[config.mk]
export PLATFORM = sky130hd
export DESIGN_NAME = cpwm_pair
export DESIGN_NICKNAME = d
export VERILOG_FILES = /design/src/rtl/cpwm_pkg.sv /design/src/rtl/cpwm_regs.sv /design/src/rtl/cpwm_timebase.sv /design/src/rtl/cpwm_select.sv /design/src/rtl/cpwm_deadtime.sv /design/src/rtl/cpwm_pair.sv
export SDC_FILE = /design/constraint.sdc
export NUM_CORES = 1
export LEC_CHECK = 0
export CORE_MARGIN = 2
export CORE_UTILIZATION = 29
export DETAILED_ROUTE_END_ITERATION = 16
export PLACE_DENSITY = 0.53
export SLEW_MARGIN = 15
export SYNTH_ARGS = -nofsm -noshare
export SYNTH_HDL_FRONTEND = slang
export SYNTH_SLANG_ARGS = --single-unit
[constraint.sdc]
create_clock -name clk -period 6.9 [get_ports clk]
set_input_delay 0.69 -clock clk [delete_from_list [all_inputs] [get_ports clk]]
set_output_delay 0.69 -clock clk [all_outputs]
set_load 0.005 [all_outputs]
[src/rtl/cpwm_pkg.sv]
`timescale 1ns/1ps
// Shared encodings for the complementary PWM pair: register addresses and
// the direction-source select. Assumes a 3-bit register address bus.
package cpwm_pkg;

    typedef enum logic [1:0] {
        SENSE_OFF  = 2'd0,
        SENSE_SW   = 2'd1,
        SENSE_PIN  = 2'd2,
        SENSE_OFF2 = 2'd3
    } sense_e;

    localparam logic [2:0] ADDR_DUTY_POS = 3'd0;
    localparam logic [2:0] ADDR_DUTY_NEG = 3'd1;
    localparam logic [2:0] ADDR_MODULUS  = 3'd2;
    localparam logic [2:0] ADDR_DEAD     = 3'd3;
    localparam logic [2:0] ADDR_CONFIG   = 3'd4;

endpackage

[src/rtl/cpwm_regs.sv]
`timescale 1ns/1ps
// Software-visible register file: two duty values, modulus, deadtime and a
// configuration word that keeps only its first write after reset.
// Assumes single-cycle write strobes; unknown addresses are ignored.
module cpwm_regs
    import cpwm_pkg::*;
#(
    parameter int CNT_W   = 8,
    parameter int DT_W    = 4,
    parameter int MOD_RST = 16
) (
    input  logic             clk,
    input  logic             rst_n,
    input  logic             we,
    input  logic [2:0]       addr,
    input  logic [CNT_W-1:0] wdata,
    output logic [CNT_W-1:0] duty_pos,
    output logic [CNT_W-1:0] duty_neg,
    output logic [CNT_W-1:0] modulus,
    output logic [DT_W-1:0]  deadtime,
    output logic             top_neg,
    output logic             bot_neg,
    output logic             cfg_locked
);

    localparam logic [CNT_W-1:0] MOD_INIT = CNT_W'(MOD_RST);

    // Register writes; configuration locks after its first write.
    always_ff @(posedge clk) begin
        if (!rst_n) begin
            duty_pos   <= '0;
            duty_neg   <= '0;
            modulus    <= MOD_INIT;
            deadtime   <= '0;
            top_neg    <= 1'b0;
            bot_neg    <= 1'b0;
            cfg_locked <= 1'b0;
        end else if (we) begin
            case (addr)
                ADDR_DUTY_POS: duty_pos <= wdata;
                ADDR_DUTY_NEG: duty_neg <= wdata;
                ADDR_MODULUS:  modulus  <= wdata;
                ADDR_DEAD:     deadtime <= wdata[DT_W-1:0];
                ADDR_CONFIG: begin
                    if (!cfg_locked) begin
                        top_neg    <= wdata[0];
                        bot_neg    <= wdata[1];
                        cfg_locked <= 1'b1;
                    end
                end
                default: ;
            endcase
        end
    end

endmodule

[src/rtl/cpwm_timebase.sv]
`timescale 1ns/1ps
// Center-aligned up/down counter. Counts 0..M then M-1..1 and flags the
// period boundary (first enabled cycle, or count 1 while falling).
// Assumes the modulus may change at any time; a lower value turns the
// count around at once.
module cpwm_timebase #(
    parameter int CNT_W = 8
) (
    input  logic             clk,
    input  logic             rst_n,
    input  logic             en,
    input  logic [CNT_W-1:0] modulus,
    output logic [CNT_W-1:0] cnt,
    output logic             running,
    output logic             boundary
);

    localparam logic [CNT_W-1:0] CNT_ONE = {{(CNT_W-1){1'b0}}, 1'b1};
    localparam logic [CNT_W:0]   INC_ONE = {{CNT_W{1'b0}}, 1'b1};

    logic           up;
    logic [CNT_W:0] cnt_inc;

    // Period start detection.
    assign boundary = en && (!running || (!up && cnt == CNT_ONE));
    assign cnt_inc  = {1'b0, cnt} + INC_ONE;

    // Counter, direction and running flag.
    always_ff @(posedge clk) begin
        if (!rst_n || !en) begin
            cnt     <= '0;
            up      <= 1'b1;
            running <= 1'b0;
        end else if (boundary) begin
            cnt     <= '0;
            up      <= 1'b1;
            running <= 1'b1;
        end else if (up) begin
            cnt <= cnt_inc[CNT_W-1:0];
            if (cnt_inc >= {1'b0, modulus}) up <= 1'b0;
        end else begin
            cnt <= cnt - CNT_ONE;
        end
    end

endmodule

[src/rtl/cpwm_select.sv]
`timescale 1ns/1ps
// Period-buffered duty and direction capture plus the duty compare.
// The sense-mode select is applied live. The sensed pin is captured only
// at boundaries after the first one, so the first period reads positive.
// Assumes cur_sense pin is already synchronous to clk.
module cpwm_select
    import cpwm_pkg::*;
#(
    parameter int CNT_W = 8
) (
    input  logic             clk,
    input  logic             rst_n,
    input  logic             en,
    input  logic             running,
    input  logic             boundary,
    input  logic             comp_mode,
    input  logic [1:0]       sense_mode,
    input  logic             sw_dir_neg,
    input  logic             pin_neg,
    input  logic [CNT_W-1:0] duty_pos,
    input  logic [CNT_W-1:0] duty_neg,
    input  logic [CNT_W-1:0] cnt,
    output logic             top_req,
    output logic             bot_req,
    output logic             sw_q,
    output logic             pin_q,
    output logic [CNT_W-1:0] pos_buf,
    output logic [CNT_W-1:0] neg_buf
);

    logic             use_neg;
    logic [CNT_W-1:0] duty_sel;
    logic             top_cmp;
    logic             bot_cmp;

    // Boundary capture of duties and direction sources.
    always_ff @(posedge clk) begin
        if (!rst_n) begin
            pos_buf <= '0;
            neg_buf <= '0;
            sw_q    <= 1'b0;
            pin_q   <= 1'b0;
        end else if (!en) begin
            pin_q <= 1'b0;
        end else if (boundary) begin
            pos_buf <= duty_pos;
            neg_buf <= duty_neg;
            sw_q    <= sw_dir_neg;
            if (running) pin_q <= pin_neg;
        end
    end

    // Live direction-source select.
    always_comb begin
        case (sense_e'(sense_mode))
            SENSE_SW:  use_neg = sw_q;
            SENSE_PIN: use_neg = pin_q;
            default:   use_neg = 1'b0;
        endcase
    end

    // Duty compare and per-side request.
    assign duty_sel = use_neg ? neg_buf : pos_buf;
    assign top_cmp  = cnt < (comp_mode ? duty_sel : pos_buf);
    assign bot_cmp  = cnt < neg_buf;
    assign top_req  = running && top_cmp;
    assign bot_req  = running && (comp_mode ? !top_cmp : bot_cmp);

endmodule

[src/rtl/cpwm_deadtime.sv]
`timescale 1ns/1ps
// Turn-on delay for one side: the active flag rises only after the request
// has been high for more than `dead` cycles and falls with the request.
// Assumes the request is glitch-free (a registered-counter compare).
module cpwm_deadtime #(
    parameter int DT_W = 4
) (
    input  logic            clk,
    input  logic            rst_n,
    input  logic            en,
    input  logic            req,
    input  logic [DT_W-1:0] dead,
    output logic            act
);

    localparam logic [DT_W-1:0] DT_ONE = {{(DT_W-1){1'b0}}, 1'b1};

    logic [DT_W-1:0] dly;

    // Delay counter and active flag.
    always_ff @(posedge clk) begin
        if (!rst_n || !en || !req) begin
            dly <= '0;
            act <= 1'b0;
        end else if (dly < dead) begin
            dly <= dly + DT_ONE;
            act <= 1'b0;
        end else begin
            act <= 1'b1;
        end
    end

endmodule

[src/rtl/cpwm_pair.sv]
`timescale 1ns/1ps
// Complementary PWM pair with current-direction duty correction.
// Registers, timebase, duty selection, two deadtime stages, then polarity.
// Assumes all inputs are synchronous to clk.
module cpwm_pair
    import cpwm_pkg::*;
#(
    parameter int CNT_W   = 8,
    parameter int DT_W    = 4,
    parameter int MOD_RST = 16
) (
    input  logic             clk,
    input  logic             rst_n,
    input  logic             pwm_en,
    input  logic             comp_mode,
    input  logic [1:0]       sense_mode,
    input  logic             sw_dir_neg,
    input  logic             cur_sense_neg,
    input  logic             reg_we,
    input  logic [2:0]       reg_addr,
    input  logic [CNT_W-1:0] reg_wdata,
    output logic             top_out,
    output logic             bot_out
);

    localparam int SIDES = 2;

    logic [CNT_W-1:0] duty_pos, duty_neg, modulus, cnt, pos_buf, neg_buf;
    logic [DT_W-1:0]  deadtime, dead_eff;
    logic             top_neg, bot_neg, cfg_locked;
    logic             running, boundary, sw_q, pin_q;
    logic [SIDES-1:0] req_vec, act_vec, neg_vec;

    cpwm_regs #(.CNT_W(CNT_W), .DT_W(DT_W), .MOD_RST(MOD_RST)) u_regs (
        .clk(clk), .rst_n(rst_n), .we(reg_we), .addr(reg_addr), .wdata(reg_wdata),
        .duty_pos(duty_pos), .duty_neg(duty_neg), .modulus(modulus),
        .deadtime(deadtime), .top_neg(top_neg), .bot_neg(bot_neg),
        .cfg_locked(cfg_locked)
    );

    cpwm_timebase #(.CNT_W(CNT_W)) u_tb (
        .clk(clk), .rst_n(rst_n), .en(pwm_en), .modulus(modulus),
        .cnt(cnt), .running(running), .boundary(boundary)
    );

    cpwm_select #(.CNT_W(CNT_W)) u_sel (
        .clk(clk), .rst_n(rst_n), .en(pwm_en), .running(running),
        .boundary(boundary), .comp_mode(comp_mode), .sense_mode(sense_mode),
        .sw_dir_neg(sw_dir_neg), .pin_neg(cur_sense_neg),
        .duty_pos(duty_pos), .duty_neg(duty_neg), .cnt(cnt),
        .top_req(req_vec[0]), .bot_req(req_vec[1]),
        .sw_q(sw_q), .pin_q(pin_q), .pos_buf(pos_buf), .neg_buf(neg_buf)
    );

    // Deadtime only applies to a complementary pair.
    assign dead_eff = comp_mode ? deadtime : '0;

    generate
        for (genvar i = 0; i < SIDES; i++) begin : g_side
            cpwm_deadtime #(.DT_W(DT_W)) u_dt (
                .clk(clk), .rst_n(rst_n), .en(pwm_en), .req(req_vec[i]),
                .dead(dead_eff), .act(act_vec[i])
            );
        end
    endgenerate

    // Polarity stage after deadtime.
    assign neg_vec = {bot_neg, top_neg};
    assign top_out = act_vec[0] ^ neg_vec[0];
    assign bot_out = act_vec[1] ^ neg_vec[1];

endmodule

==> results of run 1 <==
==> layout by cell type, fill, tap and decap left out, types with 3 or more instances in the layout <==
cell / Yosys / layout
xor2_1: 13 / 13
xnor2_1: 6 / 6
clkdlybuf4s50_1: 0 / 20
nor2_1: 14 / 14
nand3_2: 3 / 3
and2_1: 3 / 3
a21oi_1: 10 / 10
clkbuf_16: 0 / 9
nand3_1: 28 / 28
a211oi_1: 3 / 3
dfxtp_1: 69 / 69
o21ai_0: 7 / 7
a41o_1: 3 / 3
ha_1: 35 / 35
inv_1: 25 / 25
mux2i_1: 23 / 23
nor2b_1: 18 / 18
o21ai_2: 19 / 18
nand2_1: 63 / 63
nor3_1: 8 / 8
a21boi_0: 19 / 19
==> report_power, final <==
group          internal [W]  total [W]  switching, W
combinational     0.0000261  0.0000592     0.0000331
clock              0.000318   0.000489      0.000172
sequential         0.000404   0.000409    0.00000413
total              0.000748   0.000957      0.000209
==> per-layer routing <==
| metal | up-vias | GRT usage, % | part of all wire [%] |
|---|---|---|---|
| li1 | 1513 | - | - |
| met1 | 1383 | 18.2 | 51 |
| met2 | 49 | 19.4 | 44 |
| met3 | 11 | 2.99 | 3.7 |
| met4 | 0 | 3.57 | 1.4 |
| met5 | - | 0 | 0 |
==> metrics by stage <==
stage	area, um^2	setup slack [ps]	hold WS (ps)	util [%]
floorplan	3800	4010	439	-
global placement	4130	3290	450	32.5
detailed placement	4130	3180	452	32.5
finish	4480	3560	456	35.2
global route	4480	3260	481	35.2
CTS	4450	3520	461	35.0
==> kinds of logic (layout without fill, tap and decap cells) <==
logic type,Yosys count,in the layout,share of synthesized area [%]
compound gates,81,81,16.1
xor+xnor,19,19,4.38
fa+ha+maj,35,35,11.5
buf+inv,44,64,5.23
flops,69,69,36.3
mux,23,23,6.05
simple gates,154,154,20.4
==> cell type report <==
cell class,count,area (um^2)
multi-input combinational,312,2230
clock inverter,5,85.1
clock buffer,11,233
tap,172,215
fill,1344,8240
inverter,25,93.8
timing repair buffer,23,240
sequential,69,1380
==> how the worst max path moves through the flow <==
stage | depth (start not counted) | slack, ps | end
floorplan | 10 | 4010 | g_side[1].u_dt.dly[0]
global placement | 11 | 3290 | g_side[1].u_dt.dly[2]
detailed placement | 11 | 3180 | g_side[0].u_dt.dly[2]
CTS | 11 | 3520 | g_side[0].u_dt.dly[2]
global route | 11 | 3260 | g_side[1].u_dt.dly[2]
finish | 11 | 3560 | g_side[1].u_dt.dly[2]
==> sequential cells by signal (all words and copies together) (netlist names), 4 cells and up <==
signal	cells
g_side.u_dt.dly	8
u_regs.duty_neg	8
u_regs.duty_pos	8
u_regs.modulus	8
u_sel.neg_buf	8
u_sel.pos_buf	8
u_tb.cnt	8
u_regs.deadtime	4
==> critical path, cell delays in order <==
cell and delay, ps:
clkdlybuf4s50_1 480, inv_1 50, ha_1 340, nor3_4 460
mux2i_1 240, ha_1 270, a21o_1 180, a21oi_1 290
nand3_1 120, o21ai_1 300, nor3_1 110
==> out/results.tsv, run 1 <==
metric	value	unit
Post-Syn Instances	425	
fraction of layout cells with a size suffix above 1	10.1	%
ys flop type	dfxtp_1	
Yosys top cell by area	dfxtp_1	
Clock Pin Slew Worst Setup and Hold Paths	50	ps
yosys warns	0	
maximum vdd ir drop	0.0000878	V
hold depth	2	
Synth top area share	36.3	%
reg-to-reg endpoint	u_tb.up	
Initial DRT Pass Iterations	5	
Crit Path Max Fanout	8	
Buffers on Ports	21	
gr usage total	12.8	%
CTS Buffer Depth	2	
Non-Filler Instances	617	
Num CTS Buffers	9	
DRC viols	0	
final antenna-violating net count	0	
Setup TNS	0	ps
Pwr Density	214	nW/um^2
Yosys reg bits	69	
DR iter-0 viols	118	
Vias	2956	
largest net degree at the start of global routing	68	
first-pass GRT wire length	14500	um
leak pwr	1.68	nW
CTS resizes	0	
RSZ-0062 raised after global routing	false	
Antenna diodes	0	
minimum clock period	3340	ps
sequential share of the synthesized area	36.3	%
postcts setup bufs	0	
Clk Latency, worst-skew pair	330	ps
relative slew slack	56.4	%
reg2reg path depth	8	
number of flops mapped to enable cells by yosys	0	
launch point of the worst reg-to-reg path	u_tb.cnt[2]	
post-DP HPWL	6340	um
worst hold start	u_regs.duty_pos[4]	
FP Rows	41	
Post-Syn Area	3800	um^2
TritonCTS clock tree	built	
Max Cap Viol	0	
Final Hold Violating Endpoints	0	
Area Overhead vs Synth	17.8	%
max-slew violation count	0	
hold_buf cts	0	
die area	14000	um^2
Placed Cells	600	
Worst Max-Slew Pin Slew	651	ps
post-synth cell types	51	
DR WL/cell	14.1	um
gpl congestion	0.787	
crit start category	input pin	
Die Ht	119	um
GRT overflow	0	
WS Path Type	input pin to flip-flop	
final net count	495	
Setup crit end kind	flip-flop	
largest cells by area after synthesis	dfxtp_1 (36%), ha_1 (12%), nand2_1 (6.2%), mux2i_1 (6.1%), o21ai_2 (4.4%)	
skew final	8.47	ps
Required @ worst endpoint	7100	ps
syn nets	480	
most common cell in the netlist	dfxtp_1	
fin crit share	48.4	%
initial antenna violation count	0	
setup slack, reg-to-reg	4360	ps
Core Footprint	12700	um^2
final wirelength	8710	um
H-tree Lvls	3	
Avg Vias per Cell	4.79	
Hold EP	u_sel.pos_buf[4]	
clock root buffer	clkbuf_16	
max frequency	299	MHz
Synth top cells by count	dfxtp_1 (69), nand2_1 (63), ha_1 (35)	
Initial Util	29.9	%
Hold WC Path Type	flip-flop to flip-flop	
Die Span X	119	um
Worst Path Arrival	3540	ps
Syn Area/Cell	8.95	um^2
outcome	completed	
CTS sink cnt	69	
number of global-route vias before repair	2846	
async set-reset flop share out of synthesis	0	%
overall power	0.000957	W
IO Pins	22	
CP Launch Point	sense_mode[0]	
Setup-failing EPs final	0	
(Power assumes the default switching activity.)
==> run 2: changes to the inputs <==
Settings changed: PLACE_DENSITY 0.53 to 0.54.
Clock period 6.9 ns to 3 ns, I/O delays scaled along.
==> out/results.tsv, run 2 (synthesized netlist as in run 1, its figures left out) <==
metric	value	unit	change
Slowest-stage cell, CP	clkdlybuf4s50_1		unchanged
number of global-route vias before repair	2850		was 2846
clock root buffer	clkbuf_16		unchanged
highest metal used	met4		unchanged
crit start category	input pin		unchanged
max-slew violation count	0		unchanged
Vias	2937		was 2956
relative slew slack	58.1	%	was 56.4%
CTS resizes	0		unchanged
Setup-failing EPs final	0		unchanged
hold depth	2		unchanged
Crit Path Max Fanout	5		was 8
Die Ht	119	um	unchanged
gr usage total	13.0	%	was 12.8%
FP Rows	41		unchanged
Initial DRT Pass Iterations	4		was 5
die area	14000	um^2	unchanged
Non-Filler Instances	621		was 617
Pwr Density	499	nW/um^2	was 214 nW/um^2
Placed Cells	605		was 600
DR iter-0 viols	122		was 118
reg2reg path depth	9		was 8
Avg Vias per Cell	4.73		was 4.79
Hold EP	u_sel.neg_buf[1]		was u_sel.pos_buf[4]
routed length on met2	3820	um	was 3790 um
Buffers on Ports	21		unchanged
Worst Path Arrival	2920	ps	was 3540 ps
final worst slack	347	ps	was 3560 ps
Initial Util	29.9	%	unchanged
final antenna-violating net count	0		unchanged
CP Launch Point	sense_mode[0]		unchanged
Clock Pin Slew Worst Setup and Hold Paths	60	ps	was 50 ps
Antenna diodes	0		unchanged
hold slack	457	ps	was 456 ps
Required @ worst endpoint	3270	ps	was 7100 ps
outcome	completed		unchanged
minimum clock period	2650	ps	
fraction of layout cells with a size suffix above 1	11.4	%	was 10.1%
most frequent CP cell	ha_1		unchanged
pre-CTS setup slack	-12.7	ps	was 3180 ps
Worst Max-Slew Pin Slew	628	ps	was 651 ps
Max Cap Viol	0		unchanged
CTS sink cnt	69		unchanged
Core Footprint	12700	um^2	unchanged
first-pass GRT wire length	14400	um	was 14500 um
CTS Buffer Depth	2		unchanged
GRT overflow	0		unchanged
postcts setup bufs	0		unchanged
leak pwr	1.70	nW	was 1.68 nW
post-DP HPWL	6340	um	about the same
RSZ-0062 raised after global routing	false		unchanged
Clk Latency, worst-skew pair	340	ps	was 330 ps
Setup crit end kind	flip-flop		unchanged
overall power	0.00225	W	was 0.000957 W
Fill cells	1378		was 1344
gpl congestion	0.806		was 0.787
maximum vdd ir drop	0.000308	V	was 0.0000878 V
Final Hold Violating Endpoints	0		unchanged
WS Path Type	input pin to flip-flop		unchanged
H-tree Lvls	3		unchanged
reg-to-reg endpoint	u_tb.up		unchanged
Die Span X	119	um	unchanged
largest net degree at the start of global routing	67		was 68
Hold WC Path Type	flip-flop to flip-flop		unchanged
final core utilization	35.4	%	was 35.2%
TritonCTS clock tree	built		unchanged
hold_buf cts	0		unchanged
Multi-input gate area	2230	um^2	unchanged
initial antenna violation count	0		unchanged
commonest non-fill, non-tap cell in the layout	dfxtp_1		unchanged
largest stage delay on the critical path	480	ps	about the same
met3 wire len	191	um	was 323 um
IO Pins	22		unchanged
final wirelength	8600	um	was 8710 um
max frequency	377	MHz	
skew final	4.23	ps	was 8.47 ps
setup slack, reg-to-reg	490	ps	was 4360 ps
fin crit share	88.4	%	
worst hold start	u_regs.duty_neg[1]		was u_regs.duty_pos[4]
DR WL/cell	13.9	um	was 14.1 um
register area	1380	um^2	unchanged
most frequent cells in the layout	dfxtp_1 (69), nand2_1 (63), ha_1 (35), nand3_1 (28), inv_1 (25)		unchanged
ordered list of cells on the worst path	clkdlybuf4s50_1 > inv_1 > ha_1 > nor3_4 > buf_4 > mux2i_1 > ha_1 > a41o_1 > a21oi_1 > nand3_1 > o21ai_2 > a21boi_0		was clkdlybuf4s50_1 > inv_1 > ha_1 > nor3_4 > mux2i_1 > ha_1 > a21o_1 > a21oi_1 > nand3_1 > o21ai_1 > nor3_1
DRC viols	0		unchanged
Area Overhead vs Synth	18.5	%	was 17.8%
launch point of the worst reg-to-reg path	u_tb.cnt[0]		was u_tb.cnt[2]
M1 WL	4450	um	was 4470 um
final net count	499		was 495
Num CTS Buffers	9		unchanged
==> run 2: cell types whose count changed in the layout (fill, tap and decap cells not counted) <==
cell / previous run / this run
buf_16: 1 / 0
buf_4: 1 / 6
clkbuf_1: 2 / 0
clkbuf_8: 0 / 1
clkinv_4: 2 / 3
clkinvlp_4: 1 / 0
inv_6: 0 / 1
==> run 2: stage by stage <==
step / area [um^2] / TNS [ps]
2_1_floorplan: 3800 / 0
3_3_place_gp: 4170 / 0
3_5_place_dp: 4170 / -12.7
4_1_cts: 4500 / 0
5_1_grt: 4500 / 0
6_report: 4500 / 0
==> run 2: final cells by class <==
cell class / count / share of cell area, %
inverter: 25 / 2.08
sequential: 69 / 30.7
timing repair buffer: 27 / 5.56
clock inverter: 6 / 2.11
clock buffer: 10 / 5.31
multi-input combinational: 312 / 49.5
tap: 172 / 4.78
==> run 2: how the worst max path moves through the flow <==
stage	depth (start not counted)	slack, ps	endpoint
2_1_floorplan	10	500	g_side[1].u_dt.dly[0]
3_5_place_dp	12	-10	g_side[0].u_dt.dly[2]
6_report	12	350	g_side[0].u_dt.dly[2]
3_3_place_gp	12	40	g_side[0].u_dt.dly[2]
5_1_grt	12	120	g_side[0].u_dt.dly[2]
4_1_cts	12	330	g_side[0].u_dt.dly[2]
==> run 2: report_power, final <==
group	total, W	switching (W)	internal, W
clock	0.00117	0.000416	0.000757
combinational	0.000134	0.0000757	0.0000583
sequential	0.000940	0.00000949	0.000930
==> run 2: critical path: cells and delay by family <==
family,cells,cell delay [ps]
mux,1,190
fa+ha+maj,2,620
simple gates,2,350
buf+inv,3,730
compound gates,4,730
==> run 2: per-layer routing <==
metal | up-vias | track usage, %
met5 | - | 0
li1 | 1517 | -
met1 | 1380 | 17.6
met4 | 0 | 4.46
met2 | 30 | 19.9
met3 | 10 | 3.23
